[config.mk]
export PLATFORM = sky130hd
export DESIGN_NAME = frac_uart_rx
export DESIGN_NICKNAME = d
export VERILOG_FILES = /design/src/rtl/frac_uart_rx_pkg.sv /design/src/rtl/frac_uart_rx_sync.sv /design/src/rtl/frac_uart_rx_pos.sv /design/src/rtl/frac_uart_rx_vote.sv /design/src/rtl/frac_uart_rx.sv
export SDC_FILE = /design/constraint.sdc
export NUM_CORES = 1
export LEC_CHECK = 0
export ABC_AREA = 1
export BUFFER_PORTS_ARGS = -buffer_cell sky130_fd_sc_hd__buf_2
export CAP_MARGIN = 30
export CORE_MARGIN = 1.5
export CORE_UTILIZATION = 46
export DETAILED_ROUTE_END_ITERATION = 10
export REMOVE_ABC_BUFFERS = 1
export SLEW_MARGIN = 10
export SYNTH_ARGS = -nofsm -noshare
export SYNTH_HDL_FRONTEND = slang
export SYNTH_SLANG_ARGS = --single-unit
[constraint.sdc]
create_clock -name clk -period 8.3 [get_ports clk]
set_clock_uncertainty 0.15 [all_clocks]
set_input_delay 1.66 -clock clk [delete_from_list [all_inputs] [get_ports clk]]
set_output_delay 1.66 -clock clk [all_outputs]
set_load 0.01 [all_outputs]
[src/rtl/frac_uart_rx_pkg.sv]
package frac_uart_rx_pkg;
    typedef enum logic [1:0] {
        RX_IDLE  = 2'd0,
        RX_START = 2'd1,
        RX_DATA  = 2'd2,
        RX_STOP  = 2'd3
    } rx_state_e;
endpackage

[src/rtl/frac_uart_rx_sync.sv]
// Input synchronizer with falling-edge detect on the synchronized level.
module frac_uart_rx_sync #(
    parameter int STAGES = 2
) (
    input  logic clk,
    input  logic rst_n,
    input  logic din,
    output logic level,
    output logic fall
);
    typedef struct packed {
        logic [STAGES-1:0] chain;
        logic              prev;
    } sync_regs_t;

    sync_regs_t s_d, s_q;

    always_comb begin
        s_d.chain = {s_q.chain[STAGES-2:0], din};
        s_d.prev  = s_q.chain[STAGES-1];
    end

    always_ff @(posedge clk) begin
        if (!rst_n) begin
            s_q <= '1;
        end else begin
            s_q <= s_d;
        end
    end

    assign level = s_q.chain[STAGES-1];
    assign fall  = s_q.prev & ~s_q.chain[STAGES-1];
endmodule

[src/rtl/frac_uart_rx_pos.sv]
// Bit length and the three truncated mid-bit sample positions.
module frac_uart_rx_pos #(
    parameter int MANT_W = 12,
    parameter int FRAC_W = 4,
    parameter int DIV_W  = MANT_W + FRAC_W
) (
    input  logic [MANT_W-1:0]         mant,
    input  logic [FRAC_W-1:0]         frac,
    output logic [DIV_W-1:0]          bit_len,
    output logic [2:0][DIV_W-1:0]     pos
);
    localparam int PROD_W = DIV_W + FRAC_W + 4;
    localparam int FIRST_K = 7;

    logic [MANT_W-1:0] mant_eff;

    assign mant_eff = (mant == '0) ? MANT_W'(1) : mant;
    assign bit_len  = {mant_eff, frac};

    for (genvar k = 0; k < 3; k++) begin : g_pos
        logic [PROD_W-1:0] prod;
        assign prod   = PROD_W'(bit_len) * PROD_W'(FIRST_K + k);
        assign pos[k] = DIV_W'(prod >> FRAC_W);
    end
endmodule

[src/rtl/frac_uart_rx_vote.sv]
// Two-of-three vote and disagreement detect.
module frac_uart_rx_vote (
    input  logic [2:0] smp,
    output logic       bit_val,
    output logic       disagree
);
    assign bit_val  = (smp[0] & smp[1]) | (smp[0] & smp[2]) | (smp[1] & smp[2]);
    assign disagree = (|smp) & ~(&smp);
endmodule

[src/rtl/frac_uart_rx.sv]
module frac_uart_rx #(
    parameter int MANT_W      = 12,
    parameter int FRAC_W      = 4,
    parameter int DATA_W      = 8,
    parameter int SYNC_STAGES = 2
) (
    input  logic              clk,
    input  logic              rst_n,
    input  logic              rx_in,
    input  logic [MANT_W-1:0] div_mant,
    input  logic [FRAC_W-1:0] div_frac,
    output logic [DATA_W-1:0] rx_data,
    output logic              rx_valid,
    output logic              rx_ferr,
    output logic              rx_noise
);
    import frac_uart_rx_pkg::*;

    localparam int DIV_W = MANT_W + FRAC_W;
    localparam int BIT_W = (DATA_W > 1) ? $clog2(DATA_W) : 1;

    typedef struct packed {
        rx_state_e         st;
        logic [DIV_W-1:0]  cnt;
        logic [BIT_W-1:0]  bitn;
        logic [1:0]        smp;
        logic [DATA_W-1:0] shreg;
        logic              noise_acc;
        logic [DATA_W-1:0] data;
        logic              valid;
        logic              ferr;
        logic              noise;
    } rx_regs_t;

    rx_regs_t r_d, r_q;

    logic                  line_lvl;
    logic                  line_fall;
    logic [DIV_W-1:0]      bit_len;
    logic [2:0][DIV_W-1:0] pos_w;
    logic                  vote_bit;
    logic                  vote_dis;
    logic                  hit_a, hit_b, hit_c, bit_end;

    frac_uart_rx_sync #(.STAGES(SYNC_STAGES)) u_sync (
        .clk   (clk),
        .rst_n (rst_n),
        .din   (rx_in),
        .level (line_lvl),
        .fall  (line_fall)
    );

    frac_uart_rx_pos #(.MANT_W(MANT_W), .FRAC_W(FRAC_W), .DIV_W(DIV_W)) u_pos (
        .mant    (div_mant),
        .frac    (div_frac),
        .bit_len (bit_len),
        .pos     (pos_w)
    );

    frac_uart_rx_vote u_vote (
        .smp      ({line_lvl, r_q.smp[1], r_q.smp[0]}),
        .bit_val  (vote_bit),
        .disagree (vote_dis)
    );

    assign hit_a   = (r_q.cnt == pos_w[0]);
    assign hit_b   = (r_q.cnt == pos_w[1]);
    assign hit_c   = (r_q.cnt == pos_w[2]);
    assign bit_end = (r_q.cnt == bit_len - DIV_W'(1));

    always_comb begin
        r_d       = r_q;
        r_d.valid = 1'b0;
        if (r_q.st == RX_IDLE) begin
            // The edge cycle itself is position 0 of the start bit.
            if (line_fall) begin
                r_d.st        = RX_START;
                r_d.cnt       = DIV_W'(1);
                r_d.noise_acc = 1'b0;
            end
        end else begin
            r_d.cnt = bit_end ? '0 : r_q.cnt + DIV_W'(1);
            if (hit_a) r_d.smp[0] = line_lvl;
            if (hit_b) r_d.smp[1] = line_lvl;
            if (hit_c) begin
                r_d.noise_acc = r_q.noise_acc | vote_dis;
                case (r_q.st)
                    RX_START: if (vote_bit) r_d.st = RX_IDLE;
                    RX_DATA:  r_d.shreg = {vote_bit, r_q.shreg[DATA_W-1:1]};
                    RX_STOP: begin
                        r_d.data  = r_q.shreg;
                        r_d.valid = 1'b1;
                        r_d.ferr  = ~vote_bit;
                        r_d.noise = r_q.noise_acc | vote_dis;
                        r_d.st    = RX_IDLE;
                    end
                    default: ;
                endcase
            end
            if (bit_end) begin
                case (r_q.st)
                    RX_START: begin
                        r_d.st   = RX_DATA;
                        r_d.bitn = '0;
                    end
                    RX_DATA: begin
                        if (r_q.bitn == BIT_W'(DATA_W - 1)) r_d.st = RX_STOP;
                        else                                r_d.bitn = r_q.bitn + BIT_W'(1);
                    end
                    default: ;
                endcase
            end
        end
    end

    always_ff @(posedge clk) begin
        if (!rst_n) begin
            r_q    <= '0;
            r_q.st <= RX_IDLE;
        end else begin
            r_q <= r_d;
        end
    end

    assign rx_data  = r_q.data;
    assign rx_valid = r_q.valid;
    assign rx_ferr  = r_q.ferr;
    assign rx_noise = r_q.noise;
endmodule

==> impl_metrics.json, run 1 <==
{
  "setup_violations": 0,
  "fin_tns_setup_ns": 0,
  "ant_nets": 0,
  "timing.hold.ws_ns": 0.2617,
  "crit_end": "rx_data[5]$_SDFFE_PN0P_",
  "status": "completed",
  "hpwl_um": 13620,
  "p_seq_frac": 0.281,
  "critical_path_class": "in -> reg",
  "syn_inst": 1002,
  "cts_tree": "built",
  "grt_overflow": 0,
  "reg2reg_to": "r_q[21]$_SDFFE_PN0P_",
  "yosys.cell_types.count": 46,
  "coreArea_sq_um": 12820,
  "ys_seq_area_frac": 0.1503,
  "p_sw_mw": 0.3246,
  "crit_path_start": "div_mant[8]",
  "n_antenna_cell": 0,
  "p_int_mw": 0.4918,
  "first_iter_violations": 440,
  "die_h_um": 118.4,
  "routed_wl_um": 16750,
  "r2r-start": "r_q[42]$_SDFFE_PN0P_",
  "drtPass1Iterations": 5,
  "finalCriticalPeriod_ns": 5.555,
  "grt_start_max_net_pins": 26,
  "drv_slew": 0,
  "via_count": 5893,
  "final_nets": 1100,
  "ys_warn_count": 0,
  "gr-usage-met1": 0.3644,
  "portBuffers": 29,
  "yosys_most_used_dff": "dfxtp_1",
  "avgViaCountPerCell": 4.998,
  "route.detailed.drc": 0,
  "arrival_ns": 5.59,
  "final_common_cell": "nand2_1",
  "cts_root_buf": "clkbuf_16",
  "post-cts-setup-buffers": 0,
  "cts_made_buffers": 5,
  "finalWeightedCongestion": 0.9325,
  "fp.dieW_um": 118.4,
  "pwr-share-comb": 0.432,
  "max-cap-violations": 0,
  "clkSlewWorstSetupHoldPaths_ns": 0.06,
  "crit_path_start_kind": "input port",
  "final_area_sq_um": 6470,
  "p_total_mw": 0.8164,
  "start_util": 0.4779,
  "rrSetupSlack_ns": 5.35,
  "grt_pass1_vias": 5596,
  "layout_common_cells": "nand2_1, inv_1, nor2_1",
  "fmax_mhz": 180.0,
  "worst_pin_slew_ns": 0.9370,
  "powerDensity_nw_per_um2": 126.2,
  "crit_fanout": 18,
  "p_leak_nw": 3.474,
  "avgSynthCellArea_sq_um": 6.116,
  "grt_usage": 0.2489,
  "cts_htree_levels": 2,
  "ctsResizeCount": 0,
  "area_growth_pct": 5.574,
  "postLayoutCoreUtil": 0.5045,
  "wl_per_cell_um": 14.21,
  "place_ws_ns": 2.475,
  "holdCritPathClass": "reg -> reg",
  "power_frac_clock": 0.288,
  "clkSinkCount": 46,
  "num-fill-cells": 1363,
  "rows": 41,
  "rsz0062_at_grt": "no",
  "vdd_drop_max_uv": 79.79,
  "drive_gt1_frac": 0.07249,
  "synth.ff_latch_count": 46,
  "grt_busiest_layer": "met2",
  "grt_util_met3": 0.03282,
  "clockBufferDepth": 2,
  "placed_cells": 1171,
  "synth_area_sq_um": 6128,
  "cp_data_required_time_ns": 8.34,
  "async_flop_share": 0,
  "die_area_sq_um": 14020,
  "synth_edf_count": 0,
  "max_slew_margin": 0.3753,
  "use_met2": 0.3819,
  "insertion_delay_ns": 0.30,
  "final_cells": 1179,
  "grt_first_pass_wirelength_um": 27980,
  "fin_ws_ns": 2.745,
  "period_share": 0.6693,
  "antenna_found_initial": 0,
  "finalHoldViolations": 0,
  "dpl_cell_area_sq_um": 6304,
  "hold_buffers": 0,
  "ios": 30,
  "cp-end-kind": "flop",
  "reg2reg_depth": 13,
  "p_sw_frac": 0.3976
}
-- area by class of cell --
| type | count | area, sq um | area share |
|---|---|---|---|
| clock buffer | 6 | 128.9 | 0.01992 |
| timing repair buffer | 29 | 145.1 | 0.02243 |
| multi-input combinational | 764 | 4422 | 0.6834 |
| tap | 172 | 215.2 | 0.03326 |
| clock inverter | 2 | 37.54 | 0.005802 |
| inverter | 160 | 600.6 | 0.09283 |
| sequential | 46 | 920.9 | 0.1423 |
-- Yosys cell counts, types with 2 or more instances --
library cell	n	area [sq um]
a21oi_1	54	270.3
and3_1	2	12.51
buf_2	13	65.06
buf_4	8	60.06
buf_6	3	33.78
clkbuf_1	7	26.28
clkinv_1	2	7.510
dfxtp_1	46	920.9
fa_1	12	240.2
ha_1	63	788.3
inv_1	153	574.3
inv_2	5	18.77
nand2_1	288	1081
nand2_2	12	75.07
nand2_4	3	33.78
nand3_1	70	350.3
nand3_2	2	20.02
nand3b_1	9	67.56
nand4_1	16	100.1
nor2_1	109	409.1
nor2_4	2	22.52
nor3_1	5	25.02
nor3b_1	4	30.03
nor3b_2	2	25.02
nor4_1	2	12.51
o2111ai_1	3	26.28
o21ai_0	28	140.1
o21ai_2	2	17.52
o21bai_1	4	30.03
o22ai_1	3	18.77
or2_2	3	18.77
xnor2_1	18	157.7
xor2_1	36	315.3
-- sequential cells by signal (all words and copies together) (netlist names) --
signal / count
rx_ferr: 1
u_sync.s_d: 1
u_sync.s_q: 1
rx_valid: 1
rx_noise: 1
rx_data: 8
r_q: 32
u_sync.level: 1
-- routing by layer --
layer | part of all wire | up-vias | routed length [um]
met5 | 0 | - | 0
met1 | 0.52 | 2588 | 8650
met3 | 0.050 | 18 | 832
li1 | - | 3140 | -
met2 | 0.42 | 147 | 6983
met4 | 0.017 | 0 | 284
-- worst min-delay path by stage --
| stage | cells after the start | slack [ns] | endpoint | from |
|---|---|---|---|---|
| global route | 1 | 0.29 | u_sync.level$_SDFF_PN1_ | u_sync.s_d[2]$_SDFF_PN1_ |
| floorplan | 1 | 0.24 | u_sync.level$_SDFF_PN1_ | u_sync.s_d[2]$_SDFF_PN1_ |
| global placement | 1 | 0.25 | u_sync.level$_SDFF_PN1_ | u_sync.s_d[2]$_SDFF_PN1_ |
| detailed placement | 1 | 0.25 | u_sync.level$_SDFF_PN1_ | u_sync.s_d[2]$_SDFF_PN1_ |
| finish | 1 | 0.26 | u_sync.level$_SDFF_PN1_ | u_sync.s_d[2]$_SDFF_PN1_ |
| CTS | 1 | 0.26 | u_sync.level$_SDFF_PN1_ | u_sync.s_d[2]$_SDFF_PN1_ |
-- logic make-up after synthesis --
logic type               count (synthesis)  synth area share
adder cells (fa/ha/maj)                 75            0.1678
flip-flops                              46            0.1503
buffers and inverters                  192            0.1288
AO/OA/AOI/OAI                          100           0.09106
AND/OR/NAND/NOR                        534            0.3822
XOR/XNOR                                55           0.07983
-- critical path: stages --
cell and delay (ns):
buf_2 0.24, inv_1 0.12, ha_1 0.23, nand3_1 0.08, inv_1 0.10, nand2_8 0.19
nand2_1 0.18, ha_1 0.32, ha_1 0.16, inv_1 0.06, fa_1 0.38, inv_1 0.11
nand2_1 0.10, nand2_1 0.07, nand2_1 0.05, nand2_1 0.06, nand2_1 0.06, nor2_1 0.12
nand3_1 0.10, nor3_1 0.22, nand4_1 0.13, nor2_1 0.16, nand4_1 0.39, nor2_1 0.22
nor2_1 0.06
-- power by group through the flow --
stage               registers [mW]  logic [mW]  clock network, mW
floorplan                    0.231       0.265                  0
global placement             0.234       0.350                  0
detailed placement           0.234       0.348                  0
CTS                          0.229       0.350              0.240
global route                 0.229       0.402              0.249
finish                       0.229       0.352              0.235
No activity file was read; power rests on OpenSTA's default activity.
==> run 2: changes to the inputs <==
==> constraint.sdc (replaced) <==
create_clock -name clk -period 5.8 [get_ports clk]
set_clock_uncertainty 0.15 [all_clocks]
set_input_delay 1.16 -clock clk [delete_from_list [all_inputs] [get_ports clk]]
set_output_delay 1.16 -clock clk [all_outputs]
set_load 0.01 [all_outputs]
==> run 2 against run 1 <==
  * Non-clock buffer count up 1
  * Utilization down 0.059 points
  * Combinational power up 44%
  * Critical path type unchanged
  * Largest cell class unchanged
  * Highest routed layer unchanged
==> impl_metrics.json, run 2 (synthesis gave the netlist of run 1 again) <==
{
  "status": "completed",
  "route.detailed.drc": 0,
  "coreArea_sq_um": 12820,
  "seqCellArea_sq_um": 920.9,
  "grt_pass1_vias": 5563,
  "p_sw_frac": 0.4191,
  "hold_buffers": 0,
  "die_area_sq_um": 14020,
  "hpwl_um": 13800,
  "drive_gt1_frac": 0.07440,
  "clkSinkCount": 46,
  "holdCritPathClass": "reg -> reg",
  "final_cells": 1180,
  "dpl_cell_area_sq_um": 6311,
  "clockBufferDepth": 2,
  "arrival_ns": 4.97,
  "cts_root_buf": "clkbuf_16",
  "largest_register_ffs": 32,
  "vdd_drop_max_uv": 124.5,
  "ios": 30,
  "start_util": 0.4779,
  "p_seq_frac": 0.286,
  "drv_slew": 0,
  "final_nets": 1101,
  "powerDensity_nw_per_um2": 177.2,
  "fp.dieW_um": 118.4,
  "cp-end-kind": "flop",
  "finalWeightedCongestion": 0.9232,
  "cts_tree": "built",
  "worst_pin_slew_ns": 0.9268,
  "timing.hold.ws_ns": 0.2730,
  "rows": 41,
  "p_leak_nw": 3.477,
  "crit_path_start_kind": "input port",
  "cp_data_required_time_ns": 5.84,
  "cts_htree_levels": 2,
  "insertion_delay_ns": 0.31,
  "ant_nets": 0,
  "area_growth_pct": 5.451,
  "routed_wl_um": 16780,
  "grt_first_pass_wirelength_um": 28250,
  "critical_path_class": "in -> reg",
  "period_share": 0.8501,
  "rsz0062_at_grt": "no",
  "final_area_sq_um": 6462,
  "grt_start_max_net_pins": 26,
  "p_int_mw": 0.6652,
  "placed_cells": 1172,
  "max-cap-violations": 0,
  "pwr-share-comb": 0.443,
  "regMostFlops": "r_q",
  "first_iter_violations": 343,
  "fin_tns_setup_ns": 0,
  "power_frac_clock": 0.271,
  "fmax_mhz": 202.8,
  "via_count": 5927,
  "p_sw_mw": 0.4798,
  "finalCriticalPeriod_ns": 4.931,
  "grt_usage": 0.2494,
  "drtPass1Iterations": 6,
  "grt_overflow": 0,
  "num-fill-cells": 1418,
  "clkSlewWorstSetupHoldPaths_ns": 0.07,
  "cts_made_buffers": 5,
  "antenna_found_initial": 0,
  "ctsResizeCount": 0,
  "slowest_stage": "nand4_1",
  "setup_violations": 0,
  "finalHoldViolations": 0,
  "post-cts-setup-buffers": 0,
  "wl_per_cell_um": 14.22,
  "p_total_mw": 1.145,
  "avgViaCountPerCell": 5.023,
  "layout_common_cells": "nand2_1, inv_1, nor2_1",
  "n_antenna_cell": 0,
  "crit_fanout": 18,
  "slowest_delay_ns": 0.39,
  "portBuffers": 29,
  "max_slew_margin": 0.3822,
  "cpMostUsedCell": "nand2_1",
  "final_common_cell": "nand2_1",
  "die_h_um": 118.4,
  "multi_input_area_sq_um": 4422
}
==> run 2: cell count changes in the layout (fill, tap and decap cells not counted), sizes merged <==
cell / before / now
bufinv: 1 / 0
clkbuf: 6 / 5
buf: 29 / 30
inv: 158 / 161
clkinvlp: 1 / 0
==> run 2: power groups by stage <==
stage / sequential (mW) / combinational, mW / clock (mW)
2_1_floorplan: 0.331 / 0.380 / 0
3_3_place_gp: 0.335 / 0.501 / 0
3_5_place_dp: 0.335 / 0.499 / 0
4_1_cts: 0.327 / 0.503 / 0.317
5_1_grt: 0.328 / 0.580 / 0.332
6_report: 0.328 / 0.507 / 0.310
==> run 2: per-stage QoR <==
stage,util,setup slack [ns]
floorplan,-,1.399
global placement,0.4921,0.6251
detailed placement,0.4921,0.5902
CTS,0.5039,0.8960
global route,0.5039,0.3908
finish,0.5039,0.8695
==> run 2: critical path: cells and delay by family <==
kind          cells  cell delay (ns)
buf+inv           5             0.53
simple gates     16             2.16
fa+ha+maj         4             1.10
==> run 2: metal layers <==
layer  global-route usage  part of all wire
met3              0.04151             0.055
met5                    0                 0
met1               0.3573              0.51
met4              0.06401             0.017
met2               0.3874              0.42
==> run 2: path summary, 6_finish.rpt <==
path | from | slack (ns) | end | cells after the start
max | div_mant[10] | 0.87 | rx_data[1]$_SDFFE_PN0P_ | 25
min | u_sync.s_d[2]$_SDFF_PN1_ | 0.27 | u_sync.level$_SDFF_PN1_ | 1
max reg2reg | r_q[25]$_SDFFE_PN0P_ | 2.90 | r_q[40]$_SDFFE_PN0P_ | 12
min reg2reg | u_sync.s_d[2]$_SDFF_PN1_ | 0.27 | u_sync.level$_SDFF_PN1_ | 1
==> run 2: area by class of cell <==
| cell class | instances | area share |
|---|---|---|
| inverters | 160 | 0.09293 |
| well taps | 172 | 0.03330 |
| repair buffers | 30 | 0.02362 |
| clock inverters | 3 | 0.004066 |
| clock buffers | 5 | 0.01936 |
| flip-flops and latches | 46 | 0.1425 |
| multi-input cells | 764 | 0.6842 |
